## config.mk

```make
export PLATFORM = sky130hd
export DESIGN_NAME = exc_tracker
export DESIGN_NICKNAME = d
export VERILOG_FILES = /design/src/rtl/exc_pkg.sv /design/src/rtl/exc_src_state.sv /design/src/rtl/exc_arbiter.sv /design/src/rtl/exc_nest_stack.sv /design/src/rtl/exc_tracker.sv
export SDC_FILE = /design/constraint.sdc
export NUM_CORES = 1
export LEC_CHECK = 0
export BUFFER_PORTS_ARGS = -buffer_cell sky130_fd_sc_hd__buf_2
export CAP_MARGIN = 20
export CORE_MARGIN = 2
export CORE_UTILIZATION = 35
export DETAILED_ROUTE_END_ITERATION = 6
export PLACE_DENSITY = 0.57
export SYNTH_ARGS = -nofsm -noshare
export SYNTH_HDL_FRONTEND = slang
export SYNTH_SLANG_ARGS = --single-unit
```

## constraint.sdc

```tcl
create_clock -name clk -period 38.7 [get_ports clk]
set_input_delay 7.74 -clock clk [delete_from_list [all_inputs] [get_ports clk]]
set_output_delay 7.74 -clock clk [all_outputs]
set_load 0.02 [all_outputs]
```

## src/rtl/exc_pkg.sv

```systemverilog
package exc_pkg;

  typedef enum logic [1:0] {
    ST_IDLE = 2'b00,
    ST_WAIT = 2'b01,
    ST_RUN  = 2'b10,
    ST_BOTH = 2'b11
  } exc_state_e;

  function automatic exc_state_e pack_state(input logic act, input logic pend);
    return exc_state_e'({act, pend});
  endfunction

endpackage

```

## src/rtl/exc_src_state.sv

```systemverilog
module exc_src_state (
  input  logic clk,
  input  logic rst_n,
  input  logic req,
  input  logic enter,
  input  logic leave,
  output logic pend,
  output logic act
);
  logic pend_q, act_q;

  always_ff @(posedge clk) begin
    if (!rst_n) begin
      pend_q <= 1'b0;
      act_q  <= 1'b0;
    end else begin
      pend_q <= req | (pend_q & ~enter);
      act_q  <= enter | (act_q & ~leave);
    end
  end

  assign pend = pend_q;
  assign act  = act_q;

  assert_enter_from_wait_R3: assert property (@(posedge clk) disable iff (!rst_n)
    enter |-> (pend_q && !act_q));

  assert_leave_in_service_R9: assert property (@(posedge clk) disable iff (!rst_n)
    leave |-> act_q);

  assert_req_kept_R2: assert property (@(posedge clk) disable iff (!rst_n)
    req |=> pend_q);

endmodule

```

## src/rtl/exc_arbiter.sv

```systemverilog
module exc_arbiter #(
  parameter int N_EXC  = 8,
  parameter int PRIO_W = 3,
  parameter int RANK_W = 4,
  parameter int NUM_W  = 3
) (
  input  logic                          clk,
  input  logic                          rst_n,
  input  logic [N_EXC-1:0]              cand,
  input  logic [(N_EXC-2)*PRIO_W-1:0]   prio_cfg,
  input  logic                          mask_all,
  input  logic [RANK_W-1:0]             exec_rank,
  output logic                          win_valid,
  output logic [NUM_W-1:0]              win_num,
  output logic [RANK_W-1:0]             win_rank
);
  logic [RANK_W-1:0] rank_v [N_EXC];
  logic [N_EXC-1:0]  elig;

  for (genvar g = 0; g < N_EXC; g++) begin : g_rank
    if (g < 2) begin : g_fixed
      assign rank_v[g] = RANK_W'(g);
      assign elig[g]   = cand[g];
    end else begin : g_cfg
      assign rank_v[g] = RANK_W'(2) + RANK_W'(prio_cfg[(g-2)*PRIO_W +: PRIO_W]);
      assign elig[g]   = cand[g] & ~mask_all;
    end
  end

  always_comb begin
    win_valid = 1'b0;
    win_num   = '0;
    win_rank  = exec_rank;
    for (int i = 0; i < N_EXC; i++) begin
      if (elig[i] && (rank_v[i] < win_rank)) begin
        win_valid = 1'b1;
        win_num   = NUM_W'(i);
        win_rank  = rank_v[i];
      end
    end
  end

  assert_winner_eligible_R8: assert property (@(posedge clk) disable iff (!rst_n)
    win_valid |-> elig[win_num]);

  assert_mask_fixed_only_R10: assert property (@(posedge clk) disable iff (!rst_n)
    (mask_all && win_valid) |-> (win_num < NUM_W'(2)));

endmodule

```

## src/rtl/exc_nest_stack.sv

```systemverilog
module exc_nest_stack #(
  parameter int DEPTH       = 8,
  parameter int NUM_W       = 3,
  parameter int RANK_W      = 4,
  parameter int DEPTH_W     = 4,
  parameter int THREAD_RANK = 10
) (
  input  logic               clk,
  input  logic               rst_n,
  input  logic               push,
  input  logic [NUM_W-1:0]   push_num,
  input  logic [RANK_W-1:0]  push_rank,
  input  logic               pop,
  output logic [NUM_W-1:0]   top_num,
  output logic [RANK_W-1:0]  top_rank,
  output logic [DEPTH_W-1:0] depth
);
  localparam int IDX_W = (DEPTH > 1) ? $clog2(DEPTH) : 1;

  logic [NUM_W-1:0]   num_q  [DEPTH];
  logic [RANK_W-1:0]  rank_q [DEPTH];
  logic [DEPTH_W-1:0] cnt_q;
  logic [IDX_W-1:0]   top_idx;
  logic [IDX_W-1:0]   wr_idx;

  assign top_idx = IDX_W'(cnt_q - DEPTH_W'(1));
  assign wr_idx  = IDX_W'(cnt_q);

  always_ff @(posedge clk) begin
    if (!rst_n) begin
      cnt_q <= '0;
    end else if (push) begin
      cnt_q <= cnt_q + DEPTH_W'(1);
    end else if (pop) begin
      cnt_q <= cnt_q - DEPTH_W'(1);
    end
  end

  always_ff @(posedge clk) begin
    if (push) begin
      num_q[wr_idx]  <= push_num;
      rank_q[wr_idx] <= push_rank;
    end
  end

  always_comb begin
    if (cnt_q == '0) begin
      top_num  = '0;
      top_rank = RANK_W'(THREAD_RANK);
    end else begin
      top_num  = num_q[top_idx];
      top_rank = rank_q[top_idx];
    end
  end

  assign depth = cnt_q;

  assert_no_overflow_R4: assert property (@(posedge clk) disable iff (!rst_n)
    push |-> (cnt_q < DEPTH_W'(DEPTH)));

  assert_no_underflow_R9: assert property (@(posedge clk) disable iff (!rst_n)
    pop |-> (cnt_q != '0));

  assert_push_raises_R4: assert property (@(posedge clk) disable iff (!rst_n)
    push |-> (push_rank < top_rank));

  assert_not_both_R11: assert property (@(posedge clk) disable iff (!rst_n)
    !(push && pop));

endmodule

```

## src/rtl/exc_tracker.sv

```systemverilog
module exc_tracker #(
  parameter int NUM_CFG = 6,
  parameter int PRIO_W  = 3
) (
  input  logic                                 clk,
  input  logic                                 rst_n,
  input  logic [NUM_CFG+1:0]                   exc_req,
  input  logic [NUM_CFG*PRIO_W-1:0]            prio_cfg,
  input  logic                                 mask_all,
  output logic                                 pre_valid,
  input  logic                                 pre_ready,
  output logic [$clog2(NUM_CFG+2)-1:0]         pre_num,
  input  logic                                 exc_return,
  output logic [2*(NUM_CFG+2)-1:0]             src_state,
  output logic [$clog2(3+(1<<PRIO_W))-1:0]     exec_rank,
  output logic [$clog2(NUM_CFG+3)-1:0]         nest_depth,
  output logic                                 thread_mode
);
  import exc_pkg::*;

  localparam int N_EXC       = NUM_CFG + 2;
  localparam int NUM_W       = $clog2(N_EXC);
  localparam int THREAD_RANK = 2 + (1 << PRIO_W);
  localparam int RANK_W      = $clog2(THREAD_RANK + 1);
  localparam int DEPTH_W     = $clog2(N_EXC + 1);

  logic [N_EXC-1:0]   pend_vec, act_vec, enter_vec, leave_vec;
  logic               accept, do_ret;
  logic [NUM_W-1:0]   win_num, top_num;
  logic [RANK_W-1:0]  win_rank, top_rank;
  logic               win_valid;
  logic [DEPTH_W-1:0] depth;

  for (genvar g = 0; g < N_EXC; g++) begin : g_src
    exc_src_state u_src (
      .clk   (clk),
      .rst_n (rst_n),
      .req   (exc_req[g]),
      .enter (enter_vec[g]),
      .leave (leave_vec[g]),
      .pend  (pend_vec[g]),
      .act   (act_vec[g])
    );
    assign src_state[2*g +: 2] = pack_state(act_vec[g], pend_vec[g]);
  end

  exc_arbiter #(
    .N_EXC  (N_EXC),
    .PRIO_W (PRIO_W),
    .RANK_W (RANK_W),
    .NUM_W  (NUM_W)
  ) u_arb (
    .clk       (clk),
    .rst_n     (rst_n),
    .cand      (pend_vec & ~act_vec),
    .prio_cfg  (prio_cfg),
    .mask_all  (mask_all),
    .exec_rank (top_rank),
    .win_valid (win_valid),
    .win_num   (win_num),
    .win_rank  (win_rank)
  );

  assign do_ret = exc_return & (depth != '0);
  assign accept = win_valid & pre_ready & ~exc_return;

  always_comb begin
    enter_vec = '0;
    leave_vec = '0;
    if (accept) enter_vec[win_num] = 1'b1;
    if (do_ret) leave_vec[top_num] = 1'b1;
  end

  exc_nest_stack #(
    .DEPTH       (N_EXC),
    .NUM_W       (NUM_W),
    .RANK_W      (RANK_W),
    .DEPTH_W     (DEPTH_W),
    .THREAD_RANK (THREAD_RANK)
  ) u_stack (
    .clk       (clk),
    .rst_n     (rst_n),
    .push      (accept),
    .push_num  (win_num),
    .push_rank (win_rank),
    .pop       (do_ret),
    .top_num   (top_num),
    .top_rank  (top_rank),
    .depth     (depth)
  );

  assign pre_valid   = win_valid;
  assign pre_num     = win_num;
  assign exec_rank   = top_rank;
  assign nest_depth  = depth;
  assign thread_mode = (depth == '0);

  assert_nmi_unblocked_R5: assert property (@(posedge clk) disable iff (!rst_n)
    (pend_vec[0] && !act_vec[0]) |-> (pre_valid && pre_num == '0));

  assert_entry_runs_R3: assert property (@(posedge clk) disable iff (!rst_n)
    accept |=> act_vec[$past(pre_num)]);

  assert_return_pops_R9: assert property (@(posedge clk) disable iff (!rst_n)
    do_ret |=> (nest_depth == $past(nest_depth) - DEPTH_W'(1)));

  assert_ret_blocks_entry_R11: assert property (@(posedge clk) disable iff (!rst_n)
    exc_return |=> (nest_depth <= $past(nest_depth)));

  assert_thread_reset_R1: assert property (@(posedge clk)
    !rst_n |=> (thread_mode && !pre_valid));

endmodule

```

# Word level (Yosys, flattened, before mapping)
# Memories as Yosys holds them, arrays and structs flattened.
# Cells that the tools add are included.
# word_totals
regBits	20
ramBits	56
inputBits	31
out_inout_bits	29
wordCells	148
mem_count	2
# classes
n_addsub	8
n_lt_le_gt_ge	12
muxes	35
bitwise_logic	61
n_reduce_logical	13
# memory_table
name	words	width	read_ports	rd_ports_with_merged_regs	write_ports	line	source
u_stack.rank_q	8	4	1	0	1	exc_nest_stack.sv:21	logic [RANK_W-1:0] rank_q [DEPTH];
u_stack.num_q	8	3	1	0	1	exc_nest_stack.sv:20	logic [NUM_W-1:0] num_q [DEPTH];
# op_table
op	count
$mux 4	11
$and 1x1->1	25
$add 2x3->4 const A	6
$lt 4x4->1	6
$not 1->1	18
$mux 8	2
$or 1x1->1	16
$mux 3	5
$mux 1	13
$logic_and 1x1->1	10
$and 8x8->8	1
$lt 1x4->1 const A	2
$lt 3x4->1 const B	2
$not 8->8	1
$demux 1 s3	2
$ge 3x1->1 const B	2
$add 4x1->4 const B	1
$logic_not 4->1	1
$mux 2	2
$reduce_bool 4->1	1
$sub 4x1->4 const B	1
$reduce_bool 2->1	1

# Depth between registers and ports, before layout
# An unclocked memory read counts as a cell.
# depth
word_depth	35
ltp_mapped	56
depth_no_buf	51

# Hierarchy
# From an unflattened synthesis, not the netlist that was laid out.
# hier_totals
hier_cells	425
area_unflattened_um2	4764.6
# by_module_without_submodules
mod	instances	cells_per_inst	area_per_inst_um2	seq_area_each_um2
exc_nest_stack	1	142	2517.4	1761.7
exc_arbiter	1	197	1415.1	0.0
exc_src_state	8	6	75.1	40.0
exc_tracker	1	38	231.5	0.0

# Worst setup path before layout
# Ideal clock, no wire load.
# synth_timing
path_kind	in2out
from	input port prio_cfg[1]
to	output port pre_num[2]
t_arrival_ns	16.160
required_time_ns	30.960
slack_ns	14.800
path_stages	44
n_path_buf	2
path_cell_list	ha_1 -> ha_1 -> nor4b_1 -> nand4bb_1 -> a211oi_1 -> a211oi_2 -> mux2_2 -> ha_1 -> nor4b_1 -> nand2_1 -> o21ai_1 -> nand2_1 -> ha_1 -> nor4b_1 -> nand2_1 -> or3_1 -> o21ai_1 -> a211oi_2 -> [... 8 more ...] -> ha_1 -> nand2_1 -> nand2_1 -> nor3_1 -> nor3b_1 -> a311oi_2 -> buf_2 -> o211ai_1 -> o21a_1 -> ha_1 -> a21o_1 -> a21oi_1 -> o21ai_0 -> a311oi_1 -> buf_2 -> nor2b_1 -> and2_1 -> inv_1
# synth_via
elab_chain_cells	19
word_cells_on_any_way	22
cone_classes	add/sub: 1; order compare: 6; mux: 9; reduce/logical: 6
# synth_lines
item	line	source
from (decl)	exc_tracker.sv:8	input logic [NUM_CFG*PRIO_W-1:0] prio_cfg,
$add 2x3->4 (*)	exc_arbiter.sv:25	assign rank_v[g] = RANK_W'(2) + RANK_W'(prio_cfg[(g-2)*PRIO_W +: PRIO_W]);
$lt 4x4->1	exc_arbiter.sv:35	if (elig[i] && (rank_v[i] < win_rank)) begin
$logic_and 1x1->1	exc_arbiter.sv:35	
$mux 4 (*)	exc_arbiter.sv:35	
$lt 4x4->1	exc_arbiter.sv:35	
$logic_and 1x1->1	exc_arbiter.sv:35	
$mux 4 (*)	exc_arbiter.sv:35	
$lt 4x4->1	exc_arbiter.sv:35	
[... 3 more ...]	-	
$logic_and 1x1->1	exc_arbiter.sv:35	
$mux 4	exc_arbiter.sv:35	
$lt 4x4->1	exc_arbiter.sv:35	
$logic_and 1x1->1	exc_arbiter.sv:35	
$mux 4	exc_arbiter.sv:35	
$lt 4x4->1	exc_arbiter.sv:35	
$logic_and 1x1->1	exc_arbiter.sv:35	
$mux 3 (*)	exc_arbiter.sv:35	
to (decl)	exc_tracker.sv:12	output logic [$clog2(NUM_CFG+2)-1:0] pre_num,
# Every way passes the cells marked *; elsewhere a longest branch is shown, timed or not.

# Worst setup path in the final report
# Same ends and word-level chain as after synthesis.

==> impl_summary.log <==
[metrics] result of the run: completed
[metrics] fin worst setup slack: 12.95 ns
[metrics] number of cells traversed by the worst hold path: 2
[metrics] Reg2Reg Launch Point: u_stack.depth[0]
[metrics] startpoint of the worst hold path: g_src[3].u_src.pend
[metrics] stage delay of the slowest cell on the critical path: 0.74 ns
[metrics] maximum fanout along the worst path: 13
[metrics] clock slew at the register clock pins of the worst setup and hold paths: 0.06 ns
[metrics] Die Span Y: 120 um
[metrics] crit path DAT: 18.01 ns
[metrics] post-layout minimum cycle time: 25.75 ns
[metrics] total routed wirelength: 12.1 mm
[metrics] number of placed I/O pins: 60
[metrics] reg2reg path depth: 51
[metrics] WHS: 0.463 ns
[metrics] most used standard cells in the synthesized netlist: sky130_fd_sc_hd__edfxtp_1, sky130_fd_sc_hd__nand2_1, sky130_fd_sc_hd__ha_1
[metrics] Tightest Hold Check Type: reg2reg
[metrics] Worst Path Class, Setup: in2out
[metrics] Finish-stage setup viols: 0
[metrics] syn avg cell area: 11.1 um2
[metrics] endpoint of the lowest-slack register-to-register path: u_stack.num_q[6][2]
[metrics] worst-case vdd ir drop: 0.0711 mV
[metrics] clock insertion delay at the later pin of the skew report: 0.34 ns
[metrics] share of flip-flops with an asynchronous set or reset after synthesis: 0
[metrics] Max transition margin: 0.322
[metrics] number of hold-slack violations in the final timing report: 0
[metrics] number of warnings issued by yosys: 0
[metrics] CTS-repair resized insts: 0
[metrics] Least-Margin Pin Slew: 1.01 ns
[metrics] All-Layer GR Usage: 0.175
[metrics] WP data required: 30.96 ns
[metrics] gate count after technology mapping: 421
[metrics] final worst-path cycle share: 0.665
[metrics] total power divided by cell area: 90.3 nW/um2
[metrics] Post-CTS Hold Buffers: 0
[metrics] CTS sink count: 76
[metrics] Max Fclk: 38.8 MHz
[metrics] die width: 120 um
[metrics] post-synth top area share: 0.359
[metrics] Critical Path End Type: primary output
[metrics] Bufs on Longest Clock Path: 2
[metrics] Post-CTS Repair Setup Buffers: 0
[metrics] Synth Net Count: 478
[metrics] dominant cell by count in the synthesized netlist: sky130_fd_sc_hd__edfxtp_1
[metrics] share of synthesized area occupied by flip-flops and latches: 0.445
[metrics] Rows: 42
[metrics] length of the first detailed-routing pass in iterations: 4
[metrics] max-cap violations: 0
[metrics] core box area: 13100 um2
[metrics] worst setup timing slack at the placement stage: 13.01 ns
[metrics] total via count after detailed routing: 3542
[metrics] r2r setup slk: 24.73 ns
[metrics] cell types occupying the most area after synthesis: sky130_fd_sc_hd__edfxtp_1, sky130_fd_sc_hd__dfxtp_1, sky130_fd_sc_hd__ha_1, sky130_fd_sc_hd__mux4_2, sky130_fd_sc_hd__nand2_1
[metrics] number of buffers created by CTS: 9
[metrics] Synth area leader: sky130_fd_sc_hd__edfxtp_1
[metrics] critical path launch point type: input port
[metrics] hold-critical path endpoint: g_src[3].u_src.pend
[metrics] Root Driver: sky130_fd_sc_hd__clkbuf_16
[metrics] share of cells above drive strength 1: 0.243
[metrics] Primary FF master, synth: sky130_fd_sc_hd__edfxtp_1
[metrics] vias in the first global route: 3542
[metrics] number of antenna violations at the first check in global routing: 0
[metrics] global route overflow: 0
[metrics] max-slew violation total from the final report: 0
[metrics] count of state elements after synthesis: 76
[metrics] number of antenna-violating nets in the routed design: 0
[metrics] area grow syn2layout: 14.9%
[metrics] area of the die: 14300 um2
[metrics] Iteration-0 DRC Markers: 295
[metrics] critical-path cell with the highest stage delay: sky130_fd_sc_hd__a311oi_2
[metrics] total inserted antenna cells: 0
[metrics] number of library cell types mapped by synthesis: 73
[metrics] RSZ-0062 raised after global routing: false
[metrics] maximum number of pins on one net before global-route repair: 30
[metrics] clock tree from TritonCTS: built
[metrics] number of enable-type register cells in the synthesized netlist: 56
[metrics] clock tree skew after final layout: 0.00534 ns
[metrics] CP dominant cell by count: sky130_fd_sc_hd__nand2_1
[metrics] final net count: 526
[metrics] detailed placement HPWL: 9.41 mm
[metrics] number of I/O port buffers: 59
[metrics] global-route wire length before repair: 19.1 mm
[metrics] filler cell count in the final layout: 1290
[metrics] average routed wire per standard cell: 18.6 um
[metrics] final total negative setup slack: 0 ns
[metrics] initial core utilization: 0.356
[metrics] detailed-route vias per instance: 5.45
[metrics] static leakage: 2.10 nW
[metrics] gpl congestion: 0.894
[metrics] post-synthesis cell area: 4680 um2
[metrics] CTS H-Tree Depth: 3
[metrics] DRC violation count after routing: 0
==> cell usage in the layout, fill, tap and decap left out, drive strengths merged, types with 3 or more instances in the layout <==
cell | Yosys | layout
o211ai | 4 | 4
nand3 | 11 | 11
a21o | 5 | 5
ha | 26 | 26
a22o | 3 | 3
edfxtp | 56 | 56
inv | 14 | 17
and4b | 4 | 4
o311a | 3 | 3
and3 | 4 | 4
clkbuf | 5 | 9
o21ai | 19 | 19
a311oi | 3 | 3
a211oi | 7 | 7
buf | 23 | 65
nor2 | 16 | 16
nor2b | 8 | 8
and2 | 9 | 9
nor3b | 3 | 3
mux4 | 14 | 14
o21a | 6 | 6
nor4b | 7 | 7
nor3 | 9 | 9
nand2 | 49 | 49
a21oi | 18 | 18
dfxtp | 20 | 20
nor4 | 6 | 6
or3 | 6 | 6
a21boi | 7 | 7
a31oi | 6 | 6
mux2 | 5 | 5
nand2b | 10 | 10
==> report_power, final <==
group / switching [W] / total (W) / internal, W
clock network: 0.0000363 / 0.0000879 / 0.0000516
registers: 0.00000675 / 0.000126 / 0.000119
logic: 0.000178 / 0.000272 / 0.0000943
total: 0.000221 / 0.000486 / 0.000265
==> worst max path at each step <==
stage / startpoint / to / slack [ns] / cells after the start
after detailed placement: prio_cfg[1] / pre_num[2] / 13.01 / 44
after floorplan: prio_cfg[1] / pre_num[2] / 14.80 / 44
after global routing: prio_cfg[1] / pre_num[2] / 11.70 / 44
after CTS: prio_cfg[1] / pre_num[2] / 12.98 / 44
after global placement: prio_cfg[1] / pre_num[2] / 13.43 / 44
final: prio_cfg[1] / pre_num[2] / 12.95 / 44
==> flip-flops by register name (all words and copies together) (netlist names) <==
name and count:
g_src.u_src.pend 8, u_stack.rank_q 32, u_stack.num_q 24, g_src.u_src.act 8
u_stack.depth 4
==> per-layer routing <==
metal / GRT usage / wire [um] / vias to the layer above
li1: - / - / 1711
met1: 0.222 / 5160 / 1722
met2: 0.301 / 6180 / 97
met3: 0.0328 / 596 / 12
met4: 0.0596 / 172 / 0
met5: 0 / 0 / -
==> per-stage QoR <==
stage	instance area (um2)	utilization	instances	power [W]
2_1_floorplan	4680	-	421	0.000325
3_3_place_gp	5060	0.385	634	0.000397
3_5_place_dp	5060	0.385	634	0.000400
4_1_cts	5380	0.409	650	0.000491
5_1_grt	5380	0.409	650	0.000521
6_report	5380	0.409	650	0.000486
==> critical path: cells and delay by family <==
kind | cells | cell delay [ns]
compound gates | 14 | 3.64
fa+ha+maj | 7 | 1.54
buf+inv | 3 | 0.56
mux | 1 | 0.33
simple gates | 19 | 4.19
==> kinds of logic after synthesis <==
group                      Yosys count  share of synthesized area
and+or+nand+nor                    154                      0.186
AOI/OAI and AO/OA                  100                      0.158
DFF                                 76                      0.445
buffers and inverters               43                     0.0535
adders and majority gates           26                     0.0695
muxes                               19                     0.0810
xor gates and xnor gates             3                    0.00722
==> area by class of cell <==
cell class / instances / area [um2] / area share
Inverter: 15 / 61.3 / 0.0114
Clock buffer: 9 / 225 / 0.0419
Multi-Input combinational cell: 302 / 2350 / 0.438
Clock inverter: 7 / 92.6 / 0.0172
Tap cell: 176 / 220 / 0.0410
Timing Repair Buffer: 65 / 340 / 0.0633
Sequential cell: 76 / 2080 / 0.387
No activity file was read; power rests on OpenSTA's default activity.
